--- src/rtl/core_wake_pkg.sv ---
package core_wake_pkg;

    typedef enum logic [3:0] {
        S_IDLE,
        S_HOLD,
        S_L1_CLR,
        S_DBG_OFF,
        S_RAMP,
        S_SETTLE_PWR,
        S_SETTLE_GATE,
        S_RELEASE,
        S_DBG_ON
    } seq_state_e;

    localparam logic [1:0] RST_HELD     = 2'b00;
    localparam logic [1:0] RST_RELEASED = 2'b11;

    function automatic int max3(input int a, input int b, input int c);
        int m;
        m = (a > b) ? a : b;
        return (m > c) ? m : c;
    endfunction

endpackage

--- src/rtl/core_wake_timer.sv ---
module core_wake_timer #(
    parameter int CNT_W = 8
) (
    input  logic             clk,
    input  logic             rst,
    input  logic             load_i,
    input  logic [CNT_W-1:0] load_val_i,
    output logic             expired_o
);
    logic [CNT_W-1:0] cnt_d, cnt_q;

    always_comb begin
        cnt_d = cnt_q;
        if (load_i) begin
            cnt_d = load_val_i;
        end else if (cnt_q != '0) begin
            cnt_d = cnt_q - 1'b1;
        end
    end

    always_ff @(posedge clk) begin
        if (rst) begin
            cnt_q <= '0;
        end else begin
            cnt_q <= cnt_d;
        end
    end

    assign expired_o = (cnt_q == '0);
endmodule

--- src/rtl/core_wake_ramp.sv ---
module core_wake_ramp #(
    parameter int WIDTH = 8
) (
    input  logic             clk,
    input  logic             rst,
    input  logic             arm_i,
    input  logic             step_i,
    output logic [WIDTH-1:0] vec_o,
    output logic             empty_o
);
    logic [WIDTH-1:0] vec_d, vec_q;

    // Each bit takes its upper neighbour on a step, so the code stays thermometer.
    for (genvar i = 0; i < WIDTH; i++) begin : g_bit
        if (i == WIDTH - 1) begin : g_top
            always_comb begin
                if (arm_i)       vec_d[i] = 1'b1;
                else if (step_i) vec_d[i] = 1'b0;
                else             vec_d[i] = vec_q[i];
            end
        end else begin : g_low
            always_comb begin
                if (arm_i)       vec_d[i] = 1'b1;
                else if (step_i) vec_d[i] = vec_q[i+1];
                else             vec_d[i] = vec_q[i];
            end
        end
    end

    always_ff @(posedge clk) begin
        if (rst) begin
            vec_q <= '1;
        end else begin
            vec_q <= vec_d;
        end
    end

    assign vec_o   = vec_q;
    assign empty_o = (vec_q == '0);
endmodule

--- src/rtl/core_wake_seq.sv ---
module core_wake_seq
    import core_wake_pkg::*;
#(
    parameter int ADDR_W              = 32,
    parameter int CLAMP_W             = 8,
    parameter int STEP_CYCLES         = 100,
    parameter int LONG_SETTLE_CYCLES  = 1000000,
    parameter int SHORT_SETTLE_CYCLES = 100000
) (
    input  logic              clk,
    input  logic              rst,
    input  logic              start_i,
    input  logic [ADDR_W-1:0] boot_addr_i,
    output logic [ADDR_W-1:0] boot_addr_o,
    output logic [1:0]        rst_ctl_o,
    output logic              l1_rst_dis_o,
    output logic [CLAMP_W-1:0] clamp_o,
    output logic              pwr_gate_o,
    output logic              dbg_pwrup_o,
    output logic              wake_o,
    output logic              busy_o,
    output logic              done_o
);
    localparam int MAX_WAIT = max3(STEP_CYCLES, LONG_SETTLE_CYCLES, SHORT_SETTLE_CYCLES);
    localparam int CNT_W    = (MAX_WAIT < 2) ? 1 : $clog2(MAX_WAIT);
    localparam logic [CNT_W-1:0] STEP_LOAD  = CNT_W'(STEP_CYCLES - 1);
    localparam logic [CNT_W-1:0] LONG_LOAD  = CNT_W'(LONG_SETTLE_CYCLES - 1);
    localparam logic [CNT_W-1:0] SHORT_LOAD = CNT_W'(SHORT_SETTLE_CYCLES - 1);

    typedef struct packed {
        seq_state_e        state;
        logic [1:0]        rst_ctl;
        logic              l1_dis;
        logic              gate;
        logic              dbg;
        logic [ADDR_W-1:0] boot;
        logic              busy;
        logic              done;
        logic              wake;
    } seq_regs_t;

    localparam seq_regs_t REGS_SAFE = '{
        state:   S_IDLE,
        rst_ctl: RST_HELD,
        l1_dis:  1'b1,
        gate:    1'b1,
        dbg:     1'b0,
        boot:    '0,
        busy:    1'b0,
        done:    1'b0,
        wake:    1'b0
    };

    seq_regs_t r_d, r_q;

    logic             tmr_load;
    logic [CNT_W-1:0] tmr_val;
    logic             tmr_expired;
    logic             ramp_arm;
    logic             ramp_step;
    logic             ramp_empty;

    core_wake_timer #(.CNT_W(CNT_W)) u_timer (
        .clk        (clk),
        .rst        (rst),
        .load_i     (tmr_load),
        .load_val_i (tmr_val),
        .expired_o  (tmr_expired)
    );

    core_wake_ramp #(.WIDTH(CLAMP_W)) u_ramp (
        .clk     (clk),
        .rst     (rst),
        .arm_i   (ramp_arm),
        .step_i  (ramp_step),
        .vec_o   (clamp_o),
        .empty_o (ramp_empty)
    );

    always_comb begin
        r_d       = r_q;
        r_d.done  = 1'b0;
        r_d.wake  = 1'b0;
        tmr_load  = 1'b0;
        tmr_val   = '0;
        ramp_arm  = 1'b0;
        ramp_step = 1'b0;

        unique case (r_q.state)
            S_IDLE: begin
                if (start_i) begin
                    r_d.state   = S_HOLD;
                    r_d.rst_ctl = RST_HELD;
                    r_d.boot    = boot_addr_i;
                    r_d.busy    = 1'b1;
                end
            end
            S_HOLD: begin
                r_d.l1_dis = 1'b0;
                r_d.state  = S_L1_CLR;
            end
            S_L1_CLR: begin
                r_d.dbg   = 1'b0;
                r_d.state = S_DBG_OFF;
            end
            S_DBG_OFF: begin
                ramp_arm  = 1'b1;
                tmr_load  = 1'b1;
                tmr_val   = STEP_LOAD;
                r_d.state = S_RAMP;
            end
            S_RAMP: begin
                if (tmr_expired) begin
                    tmr_load = 1'b1;
                    if (ramp_empty) begin
                        tmr_val   = LONG_LOAD;
                        r_d.state = S_SETTLE_PWR;
                    end else begin
                        tmr_val   = STEP_LOAD;
                        ramp_step = 1'b1;
                    end
                end
            end
            S_SETTLE_PWR: begin
                if (tmr_expired) begin
                    r_d.gate  = 1'b0;
                    tmr_load  = 1'b1;
                    tmr_val   = SHORT_LOAD;
                    r_d.state = S_SETTLE_GATE;
                end
            end
            S_SETTLE_GATE: begin
                if (tmr_expired) begin
                    r_d.rst_ctl = RST_RELEASED;
                    r_d.state   = S_RELEASE;
                end
            end
            S_RELEASE: begin
                r_d.dbg   = 1'b1;
                r_d.state = S_DBG_ON;
            end
            S_DBG_ON: begin
                r_d.wake  = 1'b1;
                r_d.done  = 1'b1;
                r_d.busy  = 1'b0;
                r_d.state = S_IDLE;
            end
            default: begin
                r_d = REGS_SAFE;
            end
        endcase
    end

    always_ff @(posedge clk) begin
        if (rst) begin
            r_q <= REGS_SAFE;
        end else begin
            r_q <= r_d;
        end
    end

    assign boot_addr_o  = r_q.boot;
    assign rst_ctl_o    = r_q.rst_ctl;
    assign l1_rst_dis_o = r_q.l1_dis;
    assign pwr_gate_o   = r_q.gate;
    assign dbg_pwrup_o  = r_q.dbg;
    assign wake_o       = r_q.wake;
    assign busy_o       = r_q.busy;
    assign done_o       = r_q.done;
endmodule

--- config.mk ---
export PLATFORM = sky130hd
export DESIGN_NAME = core_wake_seq
export DESIGN_NICKNAME = d
export VERILOG_FILES = /design/src/rtl/core_wake_pkg.sv /design/src/rtl/core_wake_timer.sv /design/src/rtl/core_wake_ramp.sv /design/src/rtl/core_wake_seq.sv
export SDC_FILE = /design/constraint.sdc
export NUM_CORES = 1
export LEC_CHECK = 0
export BUFFER_PORTS_ARGS = -buffer_cell sky130_fd_sc_hd__buf_2
export CAP_MARGIN = 10
export CORE_MARGIN = 1
export CORE_UTILIZATION = 35
export CTS_CLUSTER_SIZE = 25
export DETAILED_ROUTE_END_ITERATION = 7
export PLACE_DENSITY = 0.63
export SKIP_LAST_GASP = 1
export SLEW_MARGIN = 20
export SYNTH_ARGS = -nofsm -noshare
export SYNTH_HDL_FRONTEND = slang
export SYNTH_HIERARCHICAL = 1
export SYNTH_SLANG_ARGS = --single-unit
--- constraint.sdc ---
create_clock -name clk -period 3.5 [get_ports clk]
set_clock_uncertainty 0.15 [all_clocks]
set_input_delay 0.7 -clock clk [delete_from_list [all_inputs] [get_ports clk]]
set_output_delay 0.7 -clock clk [all_outputs]
set_load 0.02 [all_outputs]
==> impl_summary.md, run 1 <==
Global routing
The final global-route overflow total is 0. The global routing's busiest layer is met2. The routing usage on met1 is 18.62%. The first global-routing pass estimated 10,910 um of wire. Global routing used 22.16% of the available met2 tracks.

The number of antenna violations at the first check in global routing is 0. The met3 usage is 3.436%. Entering global routing, the biggest net connects 34 pins. The global routing usage summed across all routing layers is 14.23%. The via count of the first global-routing pass is 2,268.

Place
In this run the tool buffered the top-level ports with 82 buffer cells. The post-placement worst setup slack is 0.5317 ns. The congestion estimate from routability-driven global placement came to 0.7568. The wire-length estimate of the detail-placed layout is 4421 um.

Yosys
Of all flip-flops after synthesis, the portion carrying an async set or reset was 0%. Yosys mapped the design onto 50 distinct sky130hd cell types. The count of flip-flops with a built-in enable after synthesis is 0. The post-synthesis average cell area is 9.684 um^2.

In the synthesized netlist, the number of instances is 334. In the post-synthesis netlist, the biggest area contributors are sky130_fd_sc_hd__dfxtp_1 (43%), sky130_fd_sc_hd__a22o_1 (9.5%), sky130_fd_sc_hd__buf_4 (8.6%). For this run, the register share of the synthesized area comes to 43.33%. The post-synth design cell area is 0.003234 mm^2.

Summed over its instances, the top area cell type makes up 43.33% of the synthesized netlist area. After synthesis the netlist holds a flip-flop and latch count of 70. The library cell occupying the most area in the post-synthesis netlist is sky130_fd_sc_hd__dfxtp_1. In the synthesized netlist the dominant register cell turns out to be sky130_fd_sc_hd__dfxtp_1. The number of warnings issued by yosys is 6.

Die
The area of the placeable core is 0.008848 mm^2. The die span in y is 98.13 um. After floorplanning, the core was divided into 34 placement rows. The starting density of the core is 36.55%. The total die area is 0.009630 mm^2. From left edge to right edge, the die measures 98.13 um. The I/O pin count is 83.

STA
Setup violations remaining at the end of the flow were counted as 0. The aggregate negative setup slack is 0 ns. The number of failing hold endpoints at the final stage is 0.

The slew at the pin with the worst max-slew slack is 0.6593 ns. The post-layout minimum cycle time is 2.998 ns. The worst pin sits at a relative slew slack of 55.99%. The final max-slew violation count came to 0. After layout, the worst setup slack is 0.5020 ns. Static timing analysis puts the maximum clock frequency at 0.3336 GHz. Setup repair after global routing left no endpoint under its margin. The fraction of the cycle the final worst path needs is 85.66%.

Setup path
The count of buffering cells on the critical path with inverters included is 2. In this run the register-to-register setup slack is 0.50 ns. The cell type of the slowest stage on the worst timing path is sky130_fd_sc_hd__or4b_2. The largest single stage delay on the critical path is 0.59 ns.

STA classifies the critical path startpoint as a register. Among cell families on the critical path, the largest total delay comes from simple AND/OR/NAND/NOR gates. By startpoint and endpoint, the worst setup path is classified as reg -> reg. The type of destination of the critical path is a register. Along the worst path, the maximum fanout reaches 8. The signal on the critical path passes through inv_1 > ha_1 > or4b_2 > nor4_2 > and2b_1 > nand3b_1 > or3_1 > nor2_1 > buf_4 > mux2i_1 > nand2_1.

The arrival time of the worst setup path is 3.06 ns. At the worst endpoint, the required time is 3.56 ns.

Detailed routing
For this run, design rule violations remaining after detail routing come to 11. In this run, the number of DRC markers left after iteration 0 of detailed routing was 148. The routed layout has 2,420 vias. Using the TritonRoute via totals, the vias-per-cell ratio works out to 4.899. For this run, the detailed router's first-pass iteration total came to 8. The average detailed-routed wire length per instance is 13.12 um. The routed wire length is 6482 um. The count of nets left with antenna violations once routing finished came out at 0.

Clocking
Counting the buffers created by CTS gives 9. The CTS H-tree depth is 3. Counting along the longest clock path gives a buffer depth of 2. The later-pin clock latency in the skew report is 0.34 ns.

The clock-pin slew of the registers on the worst-case setup and hold paths is 0.07 ns. Hold repair after CTS inserted 0 buffers. Clock tree synthesis found a total of 70 sinks. Once the clock tree was built, the setup fixing pass inserted 0 buffers.

The clock tree from TritonCTS is built. After clock tree synthesis, the repair step resized 0 gates. The cell at the root of the clock tree is sky130_fd_sc_hd__clkbuf_8.

Cells and area
The synthesis-to-layout area growth is 15.05%. The count of nets after finishing is 418. Cells with a size suffix above 1 make up 32.12% of the layout. The antenna diode count is 0.

Power
Summed over all nets, the switching power comes to 984.9 uW. Sequential cells account for 36.2% of the total power. The combinational cell fraction of total power is 33.9%. Cell internal power was estimated by the tool at 1.991 mW. VDD sags by at most 0.3089 mV. For this design the static power due to leakage is 1.580 nW.

In this run the power density over the cells is 799.7 mW/mm^2. The net switching fraction of the power is 33.10%. The clock network fraction of total power is 29.9%.

Status
The checks that failed: design-rule violations. The run finished, with violations left.

Worst hold path
The tightest min-delay check is of the reg -> reg type.

Flow run
Max-cap violations in this run came to 0.
-- flip-flops by register name, indices dropped and copies added (netlist names) --
signal	flops
u_timer/cnt_q	20
boot_addr_o	32
u_ramp/vec_o	8
busy_o	1
dbg_pwrup_o	1
r_q	4
done_o	1
l1_rst_dis_o	1
rst_ctl_o	1
pwr_gate_o	1
-- layout make-up --
type | instances | area, um^2
clock buffers | 11 | 151.4
well taps | 108 | 135.1
flip-flops and latches | 70 | 1401
clock inverters | 5 | 128.9
fillers | 869 | 5127
repair buffers | 87 | 447.9
inverters | 7 | 26.28
multi-input cells | 206 | 1430
-- routing by layer --
layer / part of all wire, % / wire length [um] / vias up
li1: - / - / 1242
met1: 50 / 3211 / 1087
met2: 43 / 2786 / 81
met3: 5.9 / 383 / 10
met4: 1.5 / 100 / 0
met5: 0 / 0 / -
-- per-stage QoR --
stage	hold slack (ns)	cell area (um^2)	utilization, %	instances	power, mW
floorplan	0.2934	3246	-	337	1.939
global placement	0.2914	3440	38.87	478	2.077
detailed placement	0.2997	3440	38.87	478	2.091
CTS	0.3177	3720	42.04	494	2.997
global route	0.3310	3721	42.05	494	3.167
finish	0.3113	3721	42.05	494	2.976
-- power by group through the flow --
stage          combinational (mW)  sequential, mW  clock (mW)
6_report                     1.01            1.08       0.890
5_1_grt                      1.11            1.10       0.952
3_3_place_gp                0.991            1.09           0
2_1_floorplan               0.880            1.06           0
3_5_place_dp                 1.00            1.09           0
4_1_cts                      1.01            1.08       0.912
-- placed cells by master, fill, tap and decap left out, drive strengths merged, types with 3 or more instances in the layout --
cell type  Yosys  routed
buf           47      87
dfxtp         70      70
a22o          35      35
nand2         29      29
o21ai         19      19
nor2          18      18
xnor2         15      15
nor3          13      13
clkbuf         7      11
mux2i          9       9
inv            7       7
or3            7       7
a21oi          7       7
nor4           6       6
bufinv         0       4
conb           1       4
or4            4       4
nand3          3       3
nand3b         3       3
nand2b         3       3
xor2           3       3
-- worst register-to-register path, stage by stage (launching register included) --
cell                       delay (ns)
sky130_fd_sc_hd__dfxtp_1         0.33
sky130_fd_sc_hd__inv_1           0.10
sky130_fd_sc_hd__ha_1            0.15
sky130_fd_sc_hd__or4b_2          0.59
sky130_fd_sc_hd__nor4_2          0.22
sky130_fd_sc_hd__and2b_1         0.19
sky130_fd_sc_hd__nand3b_1        0.17
sky130_fd_sc_hd__or3_1           0.41
sky130_fd_sc_hd__nor2_1          0.11
sky130_fd_sc_hd__buf_4           0.19
sky130_fd_sc_hd__mux2i_1         0.20
sky130_fd_sc_hd__nand2_1         0.07
-- logic make-up (layout without fill, tap and decap cells) --
| group | count (synthesis) | count (layout) | share of synthesized area [%] |
|---|---|---|---|
| buffers and inverters | 61 | 110 | 12.84 |
| AO/OA/AOI/OAI | 76 | 76 | 19.03 |
| multiplexers | 9 | 9 | 2.785 |
| flip-flops | 70 | 70 | 43.33 |
| XOR/XNOR | 18 | 18 | 4.875 |
| other | 1 | 4 | 0.1159 |
| AND/OR/NAND/NOR | 97 | 97 | 16.25 |
| adder cells (fa/ha/maj) | 2 | 2 | 0.7736 |
-- synthesized netlist by cell type (all sizes together) (2+ instances only) --
library cell / instances
o31a: 2
a21oi: 7
mux2i: 9
ha: 2
or2: 2
and4: 2
buf: 47
xor2: 3
a21boi: 2
nor4: 6
nand2: 29
clkbuf: 7
or4: 4
nor3: 13
or3: 7
dfxtp: 70
nand2b: 3
nor2: 18
o21ai: 19
a22o: 35
nand3b: 3
o311ai: 2
nand3: 3
xnor2: 15
inv: 7
o21a: 2
-- path summary, 6_finish.rpt --
check / start / end / cells past startpoint
max: u_timer/cnt_q[1] / u_ramp/vec_o[6] / 11
min: busy_o / busy_o / 1
max reg2reg: u_timer/cnt_q[1] / u_ramp/vec_o[6] / 11
min reg2reg: busy_o / busy_o / 1
(Power assumes the default switching activity.)
==> inputs of run 2 (changes only) <==
--- a/config.mk
+++ b/config.mk
@@ -16,5 +16,4 @@
 export SLEW_MARGIN = 20
 export SYNTH_ARGS = -nofsm -noshare
 export SYNTH_HDL_FRONTEND = slang
-export SYNTH_HIERARCHICAL = 1
 export SYNTH_SLANG_ARGS = --single-unit
==> run 2 against run 1 <==
Compared with the run above: the flow now finishes without violations; design area is 4.1% lower; maximum frequency up 15%; worst setup slack better by 0.40 ns; via count grew 5.2%; clock power shrank 30%; worst hold slack gained 0.014 ns; non-clock buffer count down 1; die area down 3.1%; flip-flop and latch count unchanged; cell count grew 0.20%.
==> impl_summary.md, run 2 <==
Die
The horizontal extent of the die is 96.60 um. In this run the count of I/O pins placed on the die edge is 83. The die covers 0.009331 mm^2. The die is 96.60 um tall. For this configuration, the core starts out at a cell density of 36.09%. The floorplan has 34 rows.

The area of the placeable core is 0.008678 mm^2.

Yosys
In the post-synthesis netlist, the biggest area contributors are sky130_fd_sc_hd__dfxtp_1 (45%), sky130_fd_sc_hd__a22o_1 (8.9%), sky130_fd_sc_hd__buf_4 (8.4%). The prevailing post-synth register cell is sky130_fd_sc_hd__dfxtp_1. The commonest cells after synthesis are sky130_fd_sc_hd__dfxtp_1 (70), sky130_fd_sc_hd__buf_4 (35), sky130_fd_sc_hd__a22o_1 (32). The proportion of register bits with asynchronous set or reset after synthesis is 0%. The post-synth design cell area is 0.003132 mm^2. The number of distinct library cell variants in the gate-level netlist after synthesis is 46.

The synthesized netlist net count is 374. Synthesis produced a netlist whose cell count is 337. The number of storage elements in the synthesis netlist is 70. The post-synthesis average cell area is 9.293 um^2. Summed over all instances, the cell type with the most area after synthesis is sky130_fd_sc_hd__dfxtp_1. The area share of the largest cell type after synthesis is 44.75%. The Yosys step of the flow raised 0 warnings.

The most instantiated library cell after synthesis is sky130_fd_sc_hd__dfxtp_1. Yosys mapped a number of flops with a built-in enable equal to 0. The part of the Yosys area used for sequential elements is 44.75%.

Global routing
The number of antenna violations at the first check in global routing is 0. The first global-routing pass estimated 10,940 um of wire. The via count of the first global-routing pass is 2,260. Entering global routing, the biggest net connects 33 pins. Global routing consumed, over all layers together, 15.27% of the routing resources. After global routing the overflow that remains totals 0.

Detailed routing
The DRC violations left is 0. Summed over all layers, the routed wires come to 7008 um. In the final routed layout, each cell accounts on average for 14.16 um. The count of TritonRoute iterations in the first routing pass is 4. The via density per instance is 5.141. In this run, the number of DRC markers left after iteration 0 of detailed routing was 189. The detail route stage leaves a number of antenna-violating nets equal to 0. The via count is 2,545.

Cells and area
The number of flip-flops under the largest register name is 32. The most common cell after layout, fill and taps aside is sky130_fd_sc_hd__buf_2. The count of nets after finishing is 420. The library cells used most frequently in the layout, excluding fill and tap cells, are sky130_fd_sc_hd__buf_2 (82), sky130_fd_sc_hd__dfxtp_1 (70), sky130_fd_sc_hd__a22o_1 (32), sky130_fd_sc_hd__nand2_1 (25), sky130_fd_sc_hd__nor2_1 (18). The antenna diode count is 0. Relative to the synthesized area, the layout overhead comes to 13.98%. The post-route netlist has 28.17% of its cells at a drive strength greater than 1. The number of filler cells placed in the layout is 891.

Place
Once detailed placement completed, the half-perimeter wirelength came to 5024 um. The placer's final routability congestion estimate is 0.9160. The count of buffers inserted at the top-level ports is 82.

STA
Subtracting the final worst setup slack from the clock period gives 2.602 ns. The number of failing hold endpoints at the final stage came to 0. The final max-slew violation count is 0. The peak clock frequency supported by timing is 0.3843 GHz. Dividing the final minimum period by the clock period gives 74.35%. The number of setup violations in the final report is 0. The slew at the pin with the worst max-slew slack is 0.8191 ns.

Headroom to the max-slew limit came out at 45.27%. In the final timing run, aggregate negative setup slack is 0 ns. Setup repair after global routing left no endpoint under its margin.

Worst hold path
The worst hold path class is reg -> reg. Along the worst hold path, the cell count comes to 1. In this run the most critical hold path is launched from boot_addr_o[6]. For hold timing, the worst endpoint is boot_addr_o[6].

Power
The power per standard cell area is 844.8 mW/mm^2. The leakage power summed over all cells is 1.556 nW. The worst-case IR drop observed on VDD is 0.3508 mV. The design draws 3.016 mW.

Setup path
STA classifies the critical path startpoint as a register. The maximum fanout along the worst path is 6. In this run the critical register-to-register path is captured at u_timer.cnt_q[4]. On the worst path, the slowest cell contributes a delay of 0.56 ns. The reg-to-reg critical path startpoint is u_timer.cnt_q[12].

The data required time of the critical path is 3.62 ns. On the critical path, the stage with the largest delay is an instance of sky130_fd_sc_hd__nor4_1. By startpoint and endpoint, the worst setup path is classified as reg -> reg. The type of destination of the critical path is a register. The slack of the worst reg-to-reg path is 0.90 ns. The signal on the critical path passes through nor4_1 > nand2_1 > nor3_1 > or3b_2 > a21oi_1. The arrival time of the worst setup path is 2.72 ns.

The depth of the worst register-to-register path is 5.

Clocking
After clock tree synthesis, the clock-pin slew on the worst setup and hold paths is 0.08 ns. The number of clock buffers inserted by TritonCTS is 9. No sink is reached through more buffers than the 2 on the longest clock path. The CTS H-tree depth is 3. The count of clock tree sinks is 70. The number of resized instances in the post-cts repair step is 0. The later pin in the worst-skew pair is clocked with a latency of 0.34 ns. CTS placed an instance of sky130_fd_sc_hd__clkbuf_8 at the clock tree root. TritonCTS built the clock tree. Post-CTS timing repair inserted 0 buffers for setup.

The count of hold-fix buffers inserted at cts is 0.

Flow run
Across the run, the number of max-cap violations was 0.

Status
The flow ran to the end, and the final reports show no timing, DRC or antenna violations.
[run 2: worst max-delay path: cells and delay by family, from the launching register on]
family / cells / cell delay, ns
AOI/OAI and AO/OA: 1 / 0.17
DFF: 1 / 0.35
and+or+nand+nor: 4 / 1.86
[run 2: cell families after synthesis]
kind of cell    Yosys count  share of synthesized area [%]
simple gates            105                          17.94
compound gates           79                          17.90
flops                    70                          44.75
buf+inv                  56                          11.23
xor+xnor                 16                          4.475
mux                       9                          2.917
fa+ha+maj                 2                         0.7989
[run 2: layer usage]
layer / up-vias / wire, um / global-route usage [%]
met4: 0 / 108 / 7.721
met2: 57 / 3307 / 22.59
met1: 1211 / 3320 / 21.11
met3: 11 / 271 / 2.817
li1: 1266 / - / -
met5: - / 0 / 0
[run 2: worst max-delay path by stage]
stage,startpoint,cells past startpoint,endpoint
global placement,u_timer.cnt_q[8],5,u_timer.cnt_q[10]
finish,u_timer.cnt_q[12],5,u_timer.cnt_q[4]
detailed placement,u_timer.cnt_q[12],5,u_timer.cnt_q[4]
CTS,u_timer.cnt_q[12],5,u_timer.cnt_q[4]
global route,u_timer.cnt_q[12],5,u_timer.cnt_q[4]
floorplan,u_timer.cnt_q[8],7,r_q[41]
[run 2: layout make-up]
type                       count  area [um^2]  area share [%]
clock inverter                 6        61.31           1.717
tap                          108        135.1           3.786
sequential                    70         1401           39.26
multi-input combinational    211         1389           38.91
clock buffer                   9        123.9           3.470
inverter                       5        18.77          0.5258
timing repair buffer          86        440.4           12.34
[run 2: metrics by stage]
stage	area, um^2	util, %	hold WS, ns	setup slack, ns	instances
2_1_floorplan	3132	-	0.3006	1.140	337
3_3_place_gp	3385	39.00	0.3065	1.003	480
3_5_place_dp	3385	39.00	0.3086	0.9466	480
4_1_cts	3570	41.13	0.3313	0.9200	495
5_1_grt	3570	41.13	0.3400	0.7078	495
6_report	3570	41.13	0.3254	0.8977	495
[run 2: power breakdown]
| part | internal (mW) | switching, mW |
|---|---|---|
| registers | 0.974 | 0.185 |
| logic | 0.508 | 0.721 |
| clock network | 0.324 | 0.304 |
